`src/rtl/uart_rx_pkg.sv`:
```
package uart_rx_pkg;

    localparam int FRAME_MAX = 9;

    typedef enum logic [1:0] {
        MODE_D8  = 2'b00,
        MODE_D7P = 2'b01,
        MODE_D8P = 2'b10,
        MODE_D9  = 2'b11
    } rx_mode_e;

    typedef enum logic [1:0] {
        ST_IDLE,
        ST_START,
        ST_DATA,
        ST_STOP
    } rx_state_e;

    function automatic logic [3:0] frame_bits(rx_mode_e m);
        return (m == MODE_D8 || m == MODE_D7P) ? 4'd8 : 4'd9;
    endfunction

    function automatic logic has_parity(rx_mode_e m);
        return (m == MODE_D7P) || (m == MODE_D8P);
    endfunction

    function automatic logic vote3(logic [2:0] v);
        return (v[0] & v[1]) | (v[0] & v[2]) | (v[1] & v[2]);
    endfunction

endpackage

```
`src/rtl/rx_line_sel.sv`:
```
module rx_line_sel #(
    parameter int SYNC_STAGES = 2
) (
    input  logic clk,
    input  logic rst_n,
    input  logic rx_pin,
    input  logic tx_loop,
    input  logic loop_sel,
    output logic line
);
    logic [SYNC_STAGES-1:0] sync_d, sync_q;
    logic                   raw;

    always_comb begin
        raw    = loop_sel ? tx_loop : rx_pin;
        sync_d = {sync_q[SYNC_STAGES-2:0], raw};
    end

    always_ff @(posedge clk or negedge rst_n) begin
        if (!rst_n) sync_q <= '1;
        else        sync_q <= sync_d;
    end

    assign line = sync_q[SYNC_STAGES-1];

endmodule

```
`src/rtl/rx_frame_fsm.sv`:
```
module rx_frame_fsm
    import uart_rx_pkg::*;
#(
    parameter int OVERSAMPLE = 16
) (
    input  logic                 clk,
    input  logic                 rst_n,
    input  logic                 os_tick,
    input  logic                 rx_en,
    input  logic                 line,
    input  rx_mode_e             mode,
    output logic                 done,
    output logic [FRAME_MAX-1:0] frame,
    output logic                 stop_ok
);
    localparam int CW = $clog2(OVERSAMPLE);
    localparam logic [CW-1:0] S_LO  = CW'(OVERSAMPLE/2 - 1);
    localparam logic [CW-1:0] S_MID = CW'(OVERSAMPLE/2);
    localparam logic [CW-1:0] S_HI  = CW'(OVERSAMPLE/2 + 1);
    localparam logic [CW-1:0] S_END = CW'(OVERSAMPLE - 1);

    typedef struct packed {
        rx_state_e            state;
        logic [CW-1:0]        tick;
        logic [3:0]           bitn;
        logic [2:0]           vote;
        logic [FRAME_MAX-1:0] shreg;
        logic                 done;
        logic                 stop_ok;
    } fsm_t;

    fsm_t r_d, r_q;
    logic [CW-1:0] cur;
    logic [2:0]    nv;
    logic          in_win;

    always_comb begin
        r_d      = r_q;
        r_d.done = 1'b0;
        cur      = (r_q.tick == S_END) ? '0 : r_q.tick + 1'b1;
        in_win   = (cur == S_LO) || (cur == S_MID) || (cur == S_HI);
        nv       = {r_q.vote[1:0], line};
        if (!rx_en) begin
            r_d.state = ST_IDLE;
            r_d.tick  = '0;
        end else if (os_tick) begin
            if (r_q.state == ST_IDLE) begin
                if (!line) begin
                    r_d.state = ST_START;
                    r_d.tick  = '0;
                    r_d.bitn  = '0;
                    r_d.shreg = '0;
                end
            end else begin
                r_d.tick = cur;
                if (in_win) r_d.vote = nv;
                case (r_q.state)
                    ST_START: if (cur == S_END)
                        r_d.state = vote3(r_q.vote) ? ST_IDLE : ST_DATA;
                    ST_DATA: if (cur == S_END) begin
                        r_d.shreg[r_q.bitn] = vote3(r_q.vote);
                        r_d.bitn            = r_q.bitn + 4'd1;
                        if (r_q.bitn + 4'd1 == frame_bits(mode))
                            r_d.state = ST_STOP;
                    end
                    ST_STOP: if (cur == S_HI) begin
                        r_d.done    = 1'b1;
                        r_d.stop_ok = vote3(nv);
                        r_d.state   = ST_IDLE;
                    end
                    default: r_d.state = ST_IDLE;
                endcase
            end
        end
    end

    always_ff @(posedge clk or negedge rst_n) begin
        if (!rst_n) r_q <= '{state: ST_IDLE, tick: '0, bitn: '0, vote: '1,
                             shreg: '0, done: 1'b0, stop_ok: 1'b1};
        else        r_q <= r_d;
    end

    assign done    = r_q.done;
    assign frame   = r_q.shreg;
    assign stop_ok = r_q.stop_ok;

    AST_NO_DONE_WHEN_OFF: assert property (@(posedge clk) disable iff (!rst_n)
        !rx_en |=> !done);
    AST_DONE_ENDS_FRAME: assert property (@(posedge clk) disable iff (!rst_n)
        done |-> r_q.state == ST_IDLE);

endmodule

```
`src/rtl/rx_buffer_flags.sv`:
```
module rx_buffer_flags
    import uart_rx_pkg::*;
#(
    parameter int BUF_W = 16
) (
    input  logic                 clk,
    input  logic                 rst_n,
    input  logic                 done,
    input  logic [FRAME_MAX-1:0] frame,
    input  logic                 stop_ok,
    input  rx_mode_e             mode,
    input  logic                 par_odd,
    input  logic                 pe_en,
    input  logic                 fe_en,
    input  logic                 oe_en,
    input  logic                 rd_strobe,
    input  logic                 clr_pe,
    input  logic                 clr_fe,
    input  logic                 clr_oe,
    output logic [BUF_W-1:0]     rbuf,
    output logic                 pe_flag,
    output logic                 fe_flag,
    output logic                 oe_flag,
    output logic                 rx_irq
);
    typedef struct packed {
        logic [BUF_W-1:0] rbuf;
        logic             full;
        logic             pe;
        logic             fe;
        logic             oe;
        logic             irq;
    } buf_t;

    buf_t b_d, b_q;
    logic par_bad;

    always_comb begin
        b_d     = b_q;
        b_d.irq = done;
        par_bad = has_parity(mode) && ((^frame) != par_odd);
        if (rd_strobe) b_d.full = 1'b0;
        if (clr_pe)    b_d.pe   = 1'b0;
        if (clr_fe)    b_d.fe   = 1'b0;
        if (clr_oe)    b_d.oe   = 1'b0;
        if (done) begin
            b_d.rbuf = BUF_W'(frame);
            b_d.full = 1'b1;
            if (pe_en && par_bad)                  b_d.pe = 1'b1;
            if (fe_en && !stop_ok)                 b_d.fe = 1'b1;
            if (oe_en && b_q.full && !rd_strobe)   b_d.oe = 1'b1;
        end
    end

    always_ff @(posedge clk or negedge rst_n) begin
        if (!rst_n) b_q <= '0;
        else        b_q <= b_d;
    end

    assign rbuf    = b_q.rbuf;
    assign pe_flag = b_q.pe;
    assign fe_flag = b_q.fe;
    assign oe_flag = b_q.oe;
    assign rx_irq  = b_q.irq;

    AST_IRQ_SINGLE: assert property (@(posedge clk) disable iff (!rst_n)
        rx_irq |=> !rx_irq);
    AST_PE_STICKY: assert property (@(posedge clk) disable iff (!rst_n)
        pe_flag && !clr_pe |=> pe_flag);
    AST_FE_STICKY: assert property (@(posedge clk) disable iff (!rst_n)
        fe_flag && !clr_fe |=> fe_flag);
    AST_OE_GATED: assert property (@(posedge clk) disable iff (!rst_n)
        !oe_flag && !oe_en |=> !oe_flag);
    AST_RBUF_HOLD: assert property (@(posedge clk) disable iff (!rst_n)
        !done |=> $stable(rbuf));

    generate
        if (BUF_W > FRAME_MAX) begin : g_zero_top
            AST_UPPER_ZERO: assert property (@(posedge clk) disable iff (!rst_n)
                rbuf[BUF_W-1:FRAME_MAX] == '0);
        end
    endgenerate

endmodule

```
`src/rtl/uart_rx_dbuf.sv`:
```
module uart_rx_dbuf
    import uart_rx_pkg::*;
#(
    parameter int OVERSAMPLE  = 16,
    parameter int SYNC_STAGES = 2,
    parameter int BUF_W       = 16
) (
    input  logic             clk,
    input  logic             rst_n,
    input  logic             os_tick,
    input  logic             rx_pin,
    input  logic             tx_loop,
    input  logic             rx_en,
    input  logic [1:0]       mode,
    input  logic             par_odd,
    input  logic             loop_sel,
    input  logic             pe_en,
    input  logic             fe_en,
    input  logic             oe_en,
    input  logic             rd_strobe,
    input  logic             clr_pe,
    input  logic             clr_fe,
    input  logic             clr_oe,
    output logic [BUF_W-1:0] rbuf,
    output logic             pe_flag,
    output logic             fe_flag,
    output logic             oe_flag,
    output logic             rx_irq
);
    logic                 line;
    logic                 done;
    logic                 stop_ok;
    logic [FRAME_MAX-1:0] frame;
    rx_mode_e             mode_e;

    assign mode_e = rx_mode_e'(mode);

    rx_line_sel #(.SYNC_STAGES(SYNC_STAGES)) u_line (
        .clk(clk), .rst_n(rst_n), .rx_pin(rx_pin), .tx_loop(tx_loop),
        .loop_sel(loop_sel), .line(line)
    );

    rx_frame_fsm #(.OVERSAMPLE(OVERSAMPLE)) u_fsm (
        .clk(clk), .rst_n(rst_n), .os_tick(os_tick), .rx_en(rx_en),
        .line(line), .mode(mode_e), .done(done), .frame(frame),
        .stop_ok(stop_ok)
    );

    rx_buffer_flags #(.BUF_W(BUF_W)) u_buf (
        .clk(clk), .rst_n(rst_n), .done(done), .frame(frame),
        .stop_ok(stop_ok), .mode(mode_e), .par_odd(par_odd),
        .pe_en(pe_en), .fe_en(fe_en), .oe_en(oe_en),
        .rd_strobe(rd_strobe), .clr_pe(clr_pe), .clr_fe(clr_fe),
        .clr_oe(clr_oe), .rbuf(rbuf), .pe_flag(pe_flag),
        .fe_flag(fe_flag), .oe_flag(oe_flag), .rx_irq(rx_irq)
    );

endmodule

```
`config.mk`:
```
export PLATFORM = sky130hd
export DESIGN_NAME = uart_rx_dbuf
export DESIGN_NICKNAME = d
export VERILOG_FILES = /design/src/rtl/uart_rx_pkg.sv /design/src/rtl/rx_line_sel.sv /design/src/rtl/rx_frame_fsm.sv /design/src/rtl/rx_buffer_flags.sv /design/src/rtl/uart_rx_dbuf.sv
export SDC_FILE = /design/constraint.sdc
export NUM_CORES = 1
export LEC_CHECK = 0
export ABC_CLOCK_PERIOD_IN_PS = 4600
export BUFFER_PORTS_ARGS = -buffer_cell sky130_fd_sc_hd__buf_2
export CORE_ASPECT_RATIO = 1.1
export CORE_UTILIZATION = 61
export CTS_CLUSTER_DIAMETER = 80
export DETAILED_ROUTE_END_ITERATION = 7
export PLACE_DENSITY = 0.92
export SLEW_MARGIN = 15
export SYNTH_ARGS = -nofsm -noshare
export SYNTH_HDL_FRONTEND = slang
export SYNTH_SLANG_ARGS = --single-unit
```
`constraint.sdc`:
```
create_clock -name clk -period 4.6 [get_ports clk]
set_input_delay 0 -clock clk [delete_from_list [all_inputs] [get_ports clk]]
set_output_delay 0 -clock clk [all_outputs]
set_load 0.005 [all_outputs]
```
==> flow_metrics.env, run 1 <==
export IMPL_synthToLayoutAreaGrowth_pct=10.8
export IMPL_vias_per_cell=5.58
export IMPL_post_route_period_util_pct=52.2
export IMPL_ys_ff_latch=40
export IMPL_synth_enable_flop_cells=0
export IMPL_synth_cell_types=47
export IMPL_status="complete, no violations"
export IMPL_portBuffers=29
export IMPL_endpoint_kind="flop"
export IMPL_power_frac_seq_pct=47.0
export IMPL_drt_total_wl_mm=4.44
export IMPL_synth_flop_cell="dfrtp_1"
export IMPL_initial_core_util_pct=65.9
export IMPL_htreeDepth=2
export IMPL_core_um2=3770
export IMPL_syn_area_um2=2490
export IMPL_cts_sinks=40
export IMPL_hp_class="input pin to flop"
export IMPL_grt_pass1_vias=1690
export IMPL_ios=37
export IMPL_gp_congestion=0.890
export IMPL_powerDensity_nw_per_um2=312
export IMPL_hold_slack_ns=0.0277
export IMPL_grt_max_degree=41
export IMPL_cts_tree="yes"
export IMPL_num_fill_cells=268
export IMPL_ant_nets=0
export IMPL_finalCriticalPeriod_ns=2.40
export IMPL_p_leak_uw=0.00133
export IMPL_vias=1790
export IMPL_critPathMaxFanout=15
export IMPL_dr_pass1_iters=4
export IMPL_wl_per_cell_um=13.8
export IMPL_power_share_clock_pct=35.1
export IMPL_rsz0062_at_grt="false"
export IMPL_dp_hpwl_mm=3.13
export IMPL_grt_remaining_overflow=0
export IMPL_antenna_cells=0
export IMPL_cts_setup_buffers=0
export IMPL_syn_area_per_cell_um2=10.2
export IMPL_cap_violations=0
export IMPL_crit_type="flop to flop"
export IMPL_slew_violations=0
export IMPL_final_nets=302
export IMPL_clock_tree_buffer_depth=2
export IMPL_place_ws_ns=2.23
export IMPL_setup_slack_ns=2.20
export IMPL_clk_pin_slew_ns=0.08
export IMPL_grtUsageTotal_pct=22.1
export IMPL_async_flop_share_pct=100
export IMPL_min_from="rx_en"
export IMPL_synthCells=244
export IMPL_clk_latency_ns=0.30
export IMPL_p_sw_share_pct=28.8
export IMPL_worstSetupStartpointType="flop"
export IMPL_crit_start="u_fsm.r_q[23]$_DFFE_PN0P_"
export IMPL_worstPathArrival_ns=2.63
export IMPL_yosysWarnings=0
export IMPL_power_switching_uw=248
export IMPL_drive_gt1_share_pct=24.4
export IMPL_combPwrFrac_pct=17.9
export IMPL_internal_power_uw=612
export IMPL_rows=23
export IMPL_dieArea_um2=4340
export IMPL_slew_headroom_pct=41.8
export IMPL_critPathRequiredTime_ns=4.83
export IMPL_dieHeight_um=69.0
export IMPL_drt_iter0_drc=29
export IMPL_clock_root_buffer="clkbuf_8"
export IMPL_hold_viol_final=0
export IMPL_grt_pass1_wl_mm=7.27
export IMPL_setup_tns_final_ns=0
export IMPL_setup_viol=0
export IMPL_drc=0
export IMPL_worst_pin_slew_ns=0.873
export IMPL_antenna_found_initial=0
export IMPL_vdd_ir_drop_max_v=0.000188
export IMPL_r2r_start="u_fsm.r_q[23]$_DFFE_PN0P_"
export IMPL_die_x_um=62.9
export IMPL_skew_ns=0.00866
export IMPL_cts_made_buffers=5
export IMPL_fmax_mhz=416
export IMPL_ys_seq_area_share_pct=40.6
## synthesized netlist by cell type, types with 4 or more instances
cell      instances  area (µm²)
o21ai_1           6        30.0
inv_1            12        45.0
o21ai_0           4        20.0
a21oi_1           6        30.0
mux2_2           14         158
dfstp_2           6         158
ha_1             15         188
nand2b_1          6        37.5
clkbuf_1          4        15.0
nor2b_1           7        43.8
nand4_1           8        50.1
buf_4            16         120
nand2_1          22        82.6
nand3_1           9        45.0
dfrtp_1          34         851
nor2_1           11        41.3
xnor2_1          10        87.6
mux2i_1          11         110
## area by class of cell
| cell class | instances | area, µm² | share of cell area, % |
|---|---|---|---|
| clock inverters | 2 | 38.8 | 1.41 |
| well taps | 50 | 62.6 | 2.27 |
| multi-input cells | 171 | 1270 | 46.0 |
| flip-flops and latches | 40 | 1010 | 36.6 |
| repair buffers | 39 | 245 | 8.91 |
| inverters | 13 | 48.8 | 1.77 |
| clock buffers | 6 | 82.6 | 3.00 |
## power groups by stage
stage / registers (µW) / clock network, µW / logic [µW]
after floorplan: 397 / 0 / 130
after CTS: 403 / 306 / 154
final: 404 / 301 / 154
after detailed placement: 410 / 0 / 149
after global placement: 407 / 0 / 144
after global routing: 407 / 314 / 173
## stage by stage
stage | cell area (µm²) | std cells | power (µW) | utilization, %
floorplan | 2510 | 250 | 527 | -
global placement | 2530 | 303 | 551 | 67.2
detailed placement | 2530 | 303 | 559 | 67.2
CTS | 2750 | 321 | 863 | 73.1
global route | 2750 | 321 | 894 | 73.1
finish | 2750 | 321 | 859 | 73.1
## layer usage
layer / global-route usage, % / share of wire, % / wire length, µm / vias up
met2: 40.9 / 52 / 2320 / 38
met1: 24.8 / 43 / 1890 / 879
met5: 0 / 0 / 0 / -
met3: 3.29 / 3.7 / 164 / 6
li1: - / - / - / 867
met4: 12.5 / 1.5 / 65 / 0
## critical path: stages, from the launching register on
cell     delay (ns)
dfrtp_1        0.42
inv_1          0.11
ha_1           0.45
nor2b_1        0.23
nor2_1         0.08
nor2_1         0.54
nand2_1        0.13
o31a_1         0.26
o21ai_1        0.11
## flip-flops by register name, summed over array words and instances, names as in the netlist
| name | cells |
|---|---|
| u_buf.rx_irq | 1 |
| u_fsm.nv | 2 |
| u_buf.oe_flag | 1 |
| u_fsm.r_q | 11 |
| u_buf.b_q | 1 |
| u_buf.rbuf | 9 |
| u_fsm.stop_ok | 1 |
| u_buf.fe_flag | 1 |
| u_line.sync_q | 2 |
| u_buf.pe_flag | 1 |
| u_fsm.frame | 9 |
| u_fsm.done | 1 |
## logic make-up after synthesis
logic type	synth area share, %
xor gates and xnor gates	4.58
muxes	10.8
DFF	40.6
other	0.151
AOI/OAI and AO/OA	11.7
buffers and inverters	9.36
adders and majority gates	7.95
and+or+nand+nor	14.9
## timing repair
action,CTS,global route
resized for setup,0,0
hold buffers,10,0
setup endpoints to repair,0,0
hold endpoints to repair,39,0
## cell usage in the layout (no fill, tap or decap), types with 2 or more instances in the layout
cell	n
a21o_1	2
a21oi_1	6
a21oi_2	2
a22oi_1	2
and3_1	2
buf_2	29
clkbuf_8	6
conb_1	7
dfrtp_1	34
dfstp_2	6
dlygate4sd3_1	10
ha_1	15
inv_1	12
mux2_2	14
mux2i_1	11
nand2_1	22
nand2b_1	6
nand3_1	9
nand3b_1	2
nand4_1	8
nor2_1	11
nor2b_1	7
o211ai_1	2
o21ai_0	4
o21ai_1	6
o22ai_1	3
xnor2_1	10
xor2_1	3
## worst paths after layout
kind / cells past startpoint / endpoint / slack (ns)
setup / recovery: 8 / u_fsm.r_q[17]$_DFFE_PN0P_ / 2.20
hold / removal: 2 / u_fsm.r_q[18]$_DFFE_PN0P_ / 0.03
setup reg to reg: 8 / u_fsm.r_q[17]$_DFFE_PN0P_ / 2.20
hold reg to reg: 0 / u_line.sync_q[1]$_DFF_PN1_ / 0.36
max in group asynchronous: 2 / u_fsm.frame[1]$_DFFE_PN0P_ / 3.71
min in group asynchronous: 2 / u_fsm.frame[8]$_DFFE_PN0P_ / 0.35
(Power assumes the default switching activity.)
==> inputs of run 2 (changes only) <==
Settings changed: ABC_CLOCK_PERIOD_IN_PS 4600 to 2300, CORE_UTILIZATION 61 to 57, PLACE_DENSITY 0.92 to 0.87.
Clock period 4.6 ns to 2.3 ns, I/O delays scaled along.
==> flow_metrics.env, run 2 (synthesis gave the netlist of run 1 again) <==
export IMPL_grt_max_degree=41
export IMPL_clk_latency_ns=0.30
export IMPL_rows=24
export IMPL_dp_cells=309
export IMPL_dieHeight_um=71.3
export IMPL_fmax_mhz=492
export IMPL_vdd_ir_drop_max_v=0.000268
export IMPL_ios=37
export IMPL_min_from="rx_en"
export IMPL_cts_made_buffers=5
export IMPL_power_switching_uw=509
export IMPL_rsz0062_at_grt="false"
export IMPL_layout_commonest_cell="dfrtp_1"
export IMPL_internal_power_uw=1190
export IMPL_r2r_start="u_fsm.r_q[23]$_DFFE_PN0P_"
export IMPL_cts_tree="yes"
export IMPL_wl_per_cell_um=14.0
export IMPL_worst_pin_slew_ns=0.867
export IMPL_power_total_uw=1700
export IMPL_clk_pin_slew_ns=0.08
export IMPL_dr_pass1_iters=4
export IMPL_grt_pass1_wl_mm=7.91
export IMPL_dieArea_um2=4630
export IMPL_p_leak_uw=0.00134
export IMPL_worstPathArrival_ns=2.19
export IMPL_utilization_pct=67.9
export IMPL_skew_ns=0.00657
export IMPL_postLayoutCellArea_um2=2770
export IMPL_dp_hpwl_mm=3.32
export IMPL_finalCriticalPeriod_ns=2.03
export IMPL_die_x_um=65.0
export IMPL_antenna_found_initial=0
export IMPL_setup_viol=0
export IMPL_portBuffers=29
export IMPL_vias=1777
export IMPL_worstSetupStartpointType="flop"
export IMPL_htreeDepth=2
export IMPL_largest_reg_flops=11
export IMPL_grtUsageTotal_pct=22.2
export IMPL_seqCellArea_um2=1010
export IMPL_setup_tns_final_ns=0
export IMPL_grt_remaining_overflow=0
export IMPL_cts_setup_buffers=0
export IMPL_critPathRequiredTime_ns=2.46
export IMPL_num_fill_cells=305
export IMPL_crit_start="u_fsm.r_q[23]$_DFFE_PN0P_"
export IMPL_stdcell_count=327
export IMPL_drc=0
export IMPL_core_um2=4080
export IMPL_grt_pass1_vias=1812
export IMPL_final_cell_mix="dfrtp_1 (34), buf_2 (29), nand2_1 (22), ha_1 (15), mux2_2 (14)"
export IMPL_postPlaceCellArea_um2=2560
export IMPL_crit_type="flop to flop"
export IMPL_initial_core_util_pct=60.9
export IMPL_multi_input_area_um2=1270
export IMPL_cts_sinks=40
export IMPL_p_sw_share_pct=29.9
export IMPL_power_frac_seq_pct=47.3
export IMPL_powerDensity_nw_per_um2=615
export IMPL_clock_tree_buffer_depth=2
export IMPL_top_register="u_fsm.r_q"
export IMPL_clock_root_buffer="clkbuf_8"
export IMPL_combPwrFrac_pct=18.8
export IMPL_drt_iter0_drc=134
export IMPL_slew_headroom_pct=42.2
export IMPL_ant_nets=0
export IMPL_final_nets=306
export IMPL_hold_viol_final=0
export IMPL_status="complete, no violations"
export IMPL_drt_total_wl_mm=4.58
export IMPL_power_share_clock_pct=33.9
export IMPL_hp_class="input pin to flop"
export IMPL_antenna_cells=0
export IMPL_synthToLayoutAreaGrowth_pct=11.5
export IMPL_drive_gt1_share_pct=25.1
export IMPL_gp_congestion=0.842
export IMPL_endpoint_kind="flop"
export IMPL_cap_violations=0
export IMPL_critPathMaxFanout=10
export IMPL_vias_per_cell=5.43
export IMPL_slew_violations=0
export IMPL_post_route_period_util_pct=88.3
## run 2: changes by cell type in the layout (fill, tap and decap cells not counted)
| cell | change |
|---|---|
| clkbuf_8 | -1 |
| clkbuf_1 | +1 |
| clkinv_2 | +1 |
| clkinv_4 | -1 |
| buf_4 | +4 |
## run 2: final cells by class
| cell class | instances | share of cell area, % |
|---|---|---|
| Inverter | 13 | 1.76 |
| Clock buffer | 6 | 2.62 |
| Tap cell | 52 | 2.35 |
| Sequential cell | 40 | 36.4 |
| Timing Repair Buffer | 43 | 9.93 |
| Clock inverter | 2 | 1.26 |
| Multi-Input combinational cell | 171 | 45.7 |
## run 2: final timing paths
path | endpoint | slack [ns] | cells past startpoint
max | u_fsm.frame[2]$_DFFE_PN0P_ | 0.27 | 8
min | u_fsm.r_q[18]$_DFFE_PN0P_ | 0.03 | 2
max reg2reg | u_fsm.frame[2]$_DFFE_PN0P_ | 0.27 | 8
min reg2reg | u_line.sync_q[1]$_DFF_PN1_ | 0.36 | 0
max in group asynchronous | u_fsm.r_q[20]$_DFFE_PN0P_ | 1.40 | 2
min in group asynchronous | u_fsm.r_q[14]$_DFFE_PN0P_ | 0.35 | 2
## run 2: power groups by stage
stage	registers [µW]	clock network [µW]	logic, µW
final	806	578	320
after global routing	814	611	355
after CTS	807	577	321
after detailed placement	819	0	309
after global placement	815	0	301
after floorplan	795	0	259
## run 2: metal layers
layer	track usage (%)	part of all wire (%)	routed length, µm	up-vias
li1	-	-	-	870
met1	24.7	42	1910	858
met2	41.6	54	2480	43
met3	3.82	2.9	135	6
met4	7.90	1.2	57	0
met5	0	0	0	-
## run 2: critical path, cell delays in order, from the launching register on
cell,delay [ns]
dfrtp_1,0.43
inv_1,0.12
ha_1,0.32
nor2b_1,0.21
nor2_1,0.07
nor2_1,0.24
buf_4,0.22
nand4_1,0.13
mux2i_1,0.16
## run 2: what timing repair did
action                    in CTS  in global routing
hold buffers                  10                  0
hold endpoints to repair      39                  0
resized for setup              0                  0
## run 2: metrics by stage
step / setup slack, ns / hold slack, ns
finish: 0.268 / 0.0299
global route: 0.0161 / 0.0425
CTS: 0.258 / 0.0342
detailed placement: 0.284 / 0.171
global placement: 0.331 / 0.158
floorplan: 0.498 / -0.296
==> inputs of run 3 (changes only) <==
Settings changed: HOLD_SLACK_MARGIN set to 0.06.
==> flow_metrics.env, run 3 (synthesis gave the netlist of run 1 again) <==
export IMPL_status="complete, no violations"
export IMPL_clock_tree_buffer_depth=2
export IMPL_initial_core_util_pct=60.9
export IMPL_vias=1798
export IMPL_grt_remaining_overflow=0
export IMPL_hp_class="input pin to flop"
export IMPL_cap_violations=0
export IMPL_skew_ns=0.00629
export IMPL_dr_pass1_iters=4
export IMPL_antenna_cells=0
export IMPL_setup_viol=0
export IMPL_endpoint_kind="flop"
export IMPL_fmax_mhz=492
export IMPL_worstPathArrival_ns=2.20
export IMPL_setup_slack_ns=0.268
export IMPL_slew_violations=0
export IMPL_hold_viol_final=0
export IMPL_crit_type="flop to flop"
export IMPL_cts_setup_buffers=0
export IMPL_post_route_period_util_pct=88.4
export IMPL_vdd_ir_drop_max_v=0.000268
export IMPL_drt_total_wl_mm=4.58
export IMPL_synthToLayoutAreaGrowth_pct=11.9
export IMPL_powerDensity_nw_per_um2=613
export IMPL_core_um2=4080
export IMPL_drt_iter0_drc=130
export IMPL_slew_headroom_pct=42.2
export IMPL_critPathRequiredTime_ns=2.46
export IMPL_num_fill_cells=304
export IMPL_antenna_found_initial=0
export IMPL_final_nets=307
export IMPL_power_share_clock_pct=33.9
export IMPL_clk_pin_slew_ns=0.08
export IMPL_layout_commonest_cell="dfrtp_1"
export IMPL_place_ws_ns=0.284
export IMPL_max_stage_delay_ns=0.43
export IMPL_vias_per_cell=5.48
export IMPL_cts_made_buffers=5
export IMPL_worst_pin_slew_ns=0.867
export IMPL_power_frac_seq_pct=47.3
export IMPL_dieArea_um2=4630
export IMPL_crit_slowest_cell="dfrtp_1"
export IMPL_clock_root_buffer="clkbuf_8"
export IMPL_power_switching_uw=509
export IMPL_gp_congestion=0.842
export IMPL_top_register="u_fsm.r_q"
export IMPL_cts_tree="yes"
export IMPL_clk_latency_ns=0.30
export IMPL_stdcell_count=328
export IMPL_grtUsageTotal_pct=22.2
export IMPL_ant_nets=0
export IMPL_combPwrFrac_pct=18.8
export IMPL_dieHeight_um=71.3
export IMPL_rows=24
export IMPL_htreeDepth=2
export IMPL_grt_max_degree=41
export IMPL_portBuffers=29
export IMPL_ios=37
export IMPL_wl_per_cell_um=14.0
export IMPL_grt_pass1_wl_mm=7.91
export IMPL_die_x_um=65.0
export IMPL_worstSetupStartpointType="flop"
export IMPL_path_cells="inv_1, ha_1, nor2b_1, nor2_1, nor2_1, buf_4, nand4_1, mux2i_1"
export IMPL_largest_reg_flops=11
export IMPL_setup_tns_final_ns=0
export IMPL_rsz0062_at_grt="false"
export IMPL_cts_sinks=40
export IMPL_final_cell_mix="dfrtp_1 (34), buf_2 (29), nand2_1 (22), ha_1 (15), mux2_2 (14)"
export IMPL_drc=0
export IMPL_post_cts_resized=0
export IMPL_cpMostUsedCell="nor2_1"
export IMPL_dp_cells=309
export IMPL_finalCriticalPeriod_ns=2.03
export IMPL_p_leak_uw=0.00134
export IMPL_critPathMaxFanout=10
export IMPL_p_sw_share_pct=29.9
export IMPL_internal_power_uw=1200
export IMPL_grt_pass1_vias=1812
export IMPL_dp_hpwl_mm=3.32
export IMPL_drive_gt1_share_pct=25.0
run 3: what timing repair did:
action,in CTS,in global routing
endpoints found under the hold margin,43,0
hold buffers,11,0
endpoints found under the setup margin,0,0
run 3: power by group through the flow:
stage | Clock [µW] | Sequential (µW) | Combinational (µW)
floorplan | 0 | 795 | 259
global placement | 0 | 815 | 301
detailed placement | 0 | 819 | 309
CTS | 577 | 807 | 323
global route | 611 | 814 | 356
finish | 577 | 807 | 321
run 3: worst paths after layout:
check | from | end | slack, ns | cells past startpoint
max | u_fsm.r_q[23]$_DFFE_PN0P_ | u_fsm.frame[2]$_DFFE_PN0P_ | 0.27 | 8
min | os_tick | u_fsm.r_q[22]$_DFFE_PN0P_ | 0.12 | 3
max reg2reg | u_fsm.r_q[23]$_DFFE_PN0P_ | u_fsm.frame[2]$_DFFE_PN0P_ | 0.27 | 8
min reg2reg | u_line.sync_q[0]$_DFF_PN1_ | u_line.sync_q[1]$_DFF_PN1_ | 0.36 | 0
max in group asynchronous | rst_n | u_fsm.r_q[20]$_DFFE_PN0P_ | 1.40 | 2
min in group asynchronous | rst_n | u_fsm.r_q[14]$_DFFE_PN0P_ | 0.35 | 2
run 3: critical path: cells and delay by family, from the launching register on:
family | cells | cell delay [ns]
AND/OR/NAND/NOR | 4 | 0.66
flip-flops | 1 | 0.43
buffers and inverters | 2 | 0.34
adder cells (fa/ha/maj) | 1 | 0.32
multiplexers | 1 | 0.16
run 3: area by class of cell:
type,count,area [µm²],share of cell area (%)
clock inverter,2,35.0,1.26
clock buffer,6,72.6,2.61
sequential,40,1010,36.2
tap,52,65.1,2.34
inverter,13,48.8,1.75
timing repair buffer,44,285,10.3
multi-input combinational,171,1270,45.5
run 3: through the flow:
step                      hold slack [ns]  area [µm²]  total power (µW)  utilization (%)
after floorplan                    -0.296        2510              1050                -
after global placement              0.158        2560              1120             62.8
after detailed placement            0.171        2560              1130             62.8
after CTS                           0.124        2780              1710             68.1
after global routing                0.141        2780              1780             68.1
final                               0.123        2780              1710             68.1
run 3: per-layer routing:
metal / GRT usage [%] / share of wire (%) / wire (µm) / vias up
li1: - / - / - / 873
met1: 24.7 / 42 / 1920 / 869
met2: 41.6 / 54 / 2470 / 48
met3: 3.82 / 2.9 / 135 / 8
met4: 7.90 / 1.4 / 65 / 0
met5: 0 / 0 / 0 / -
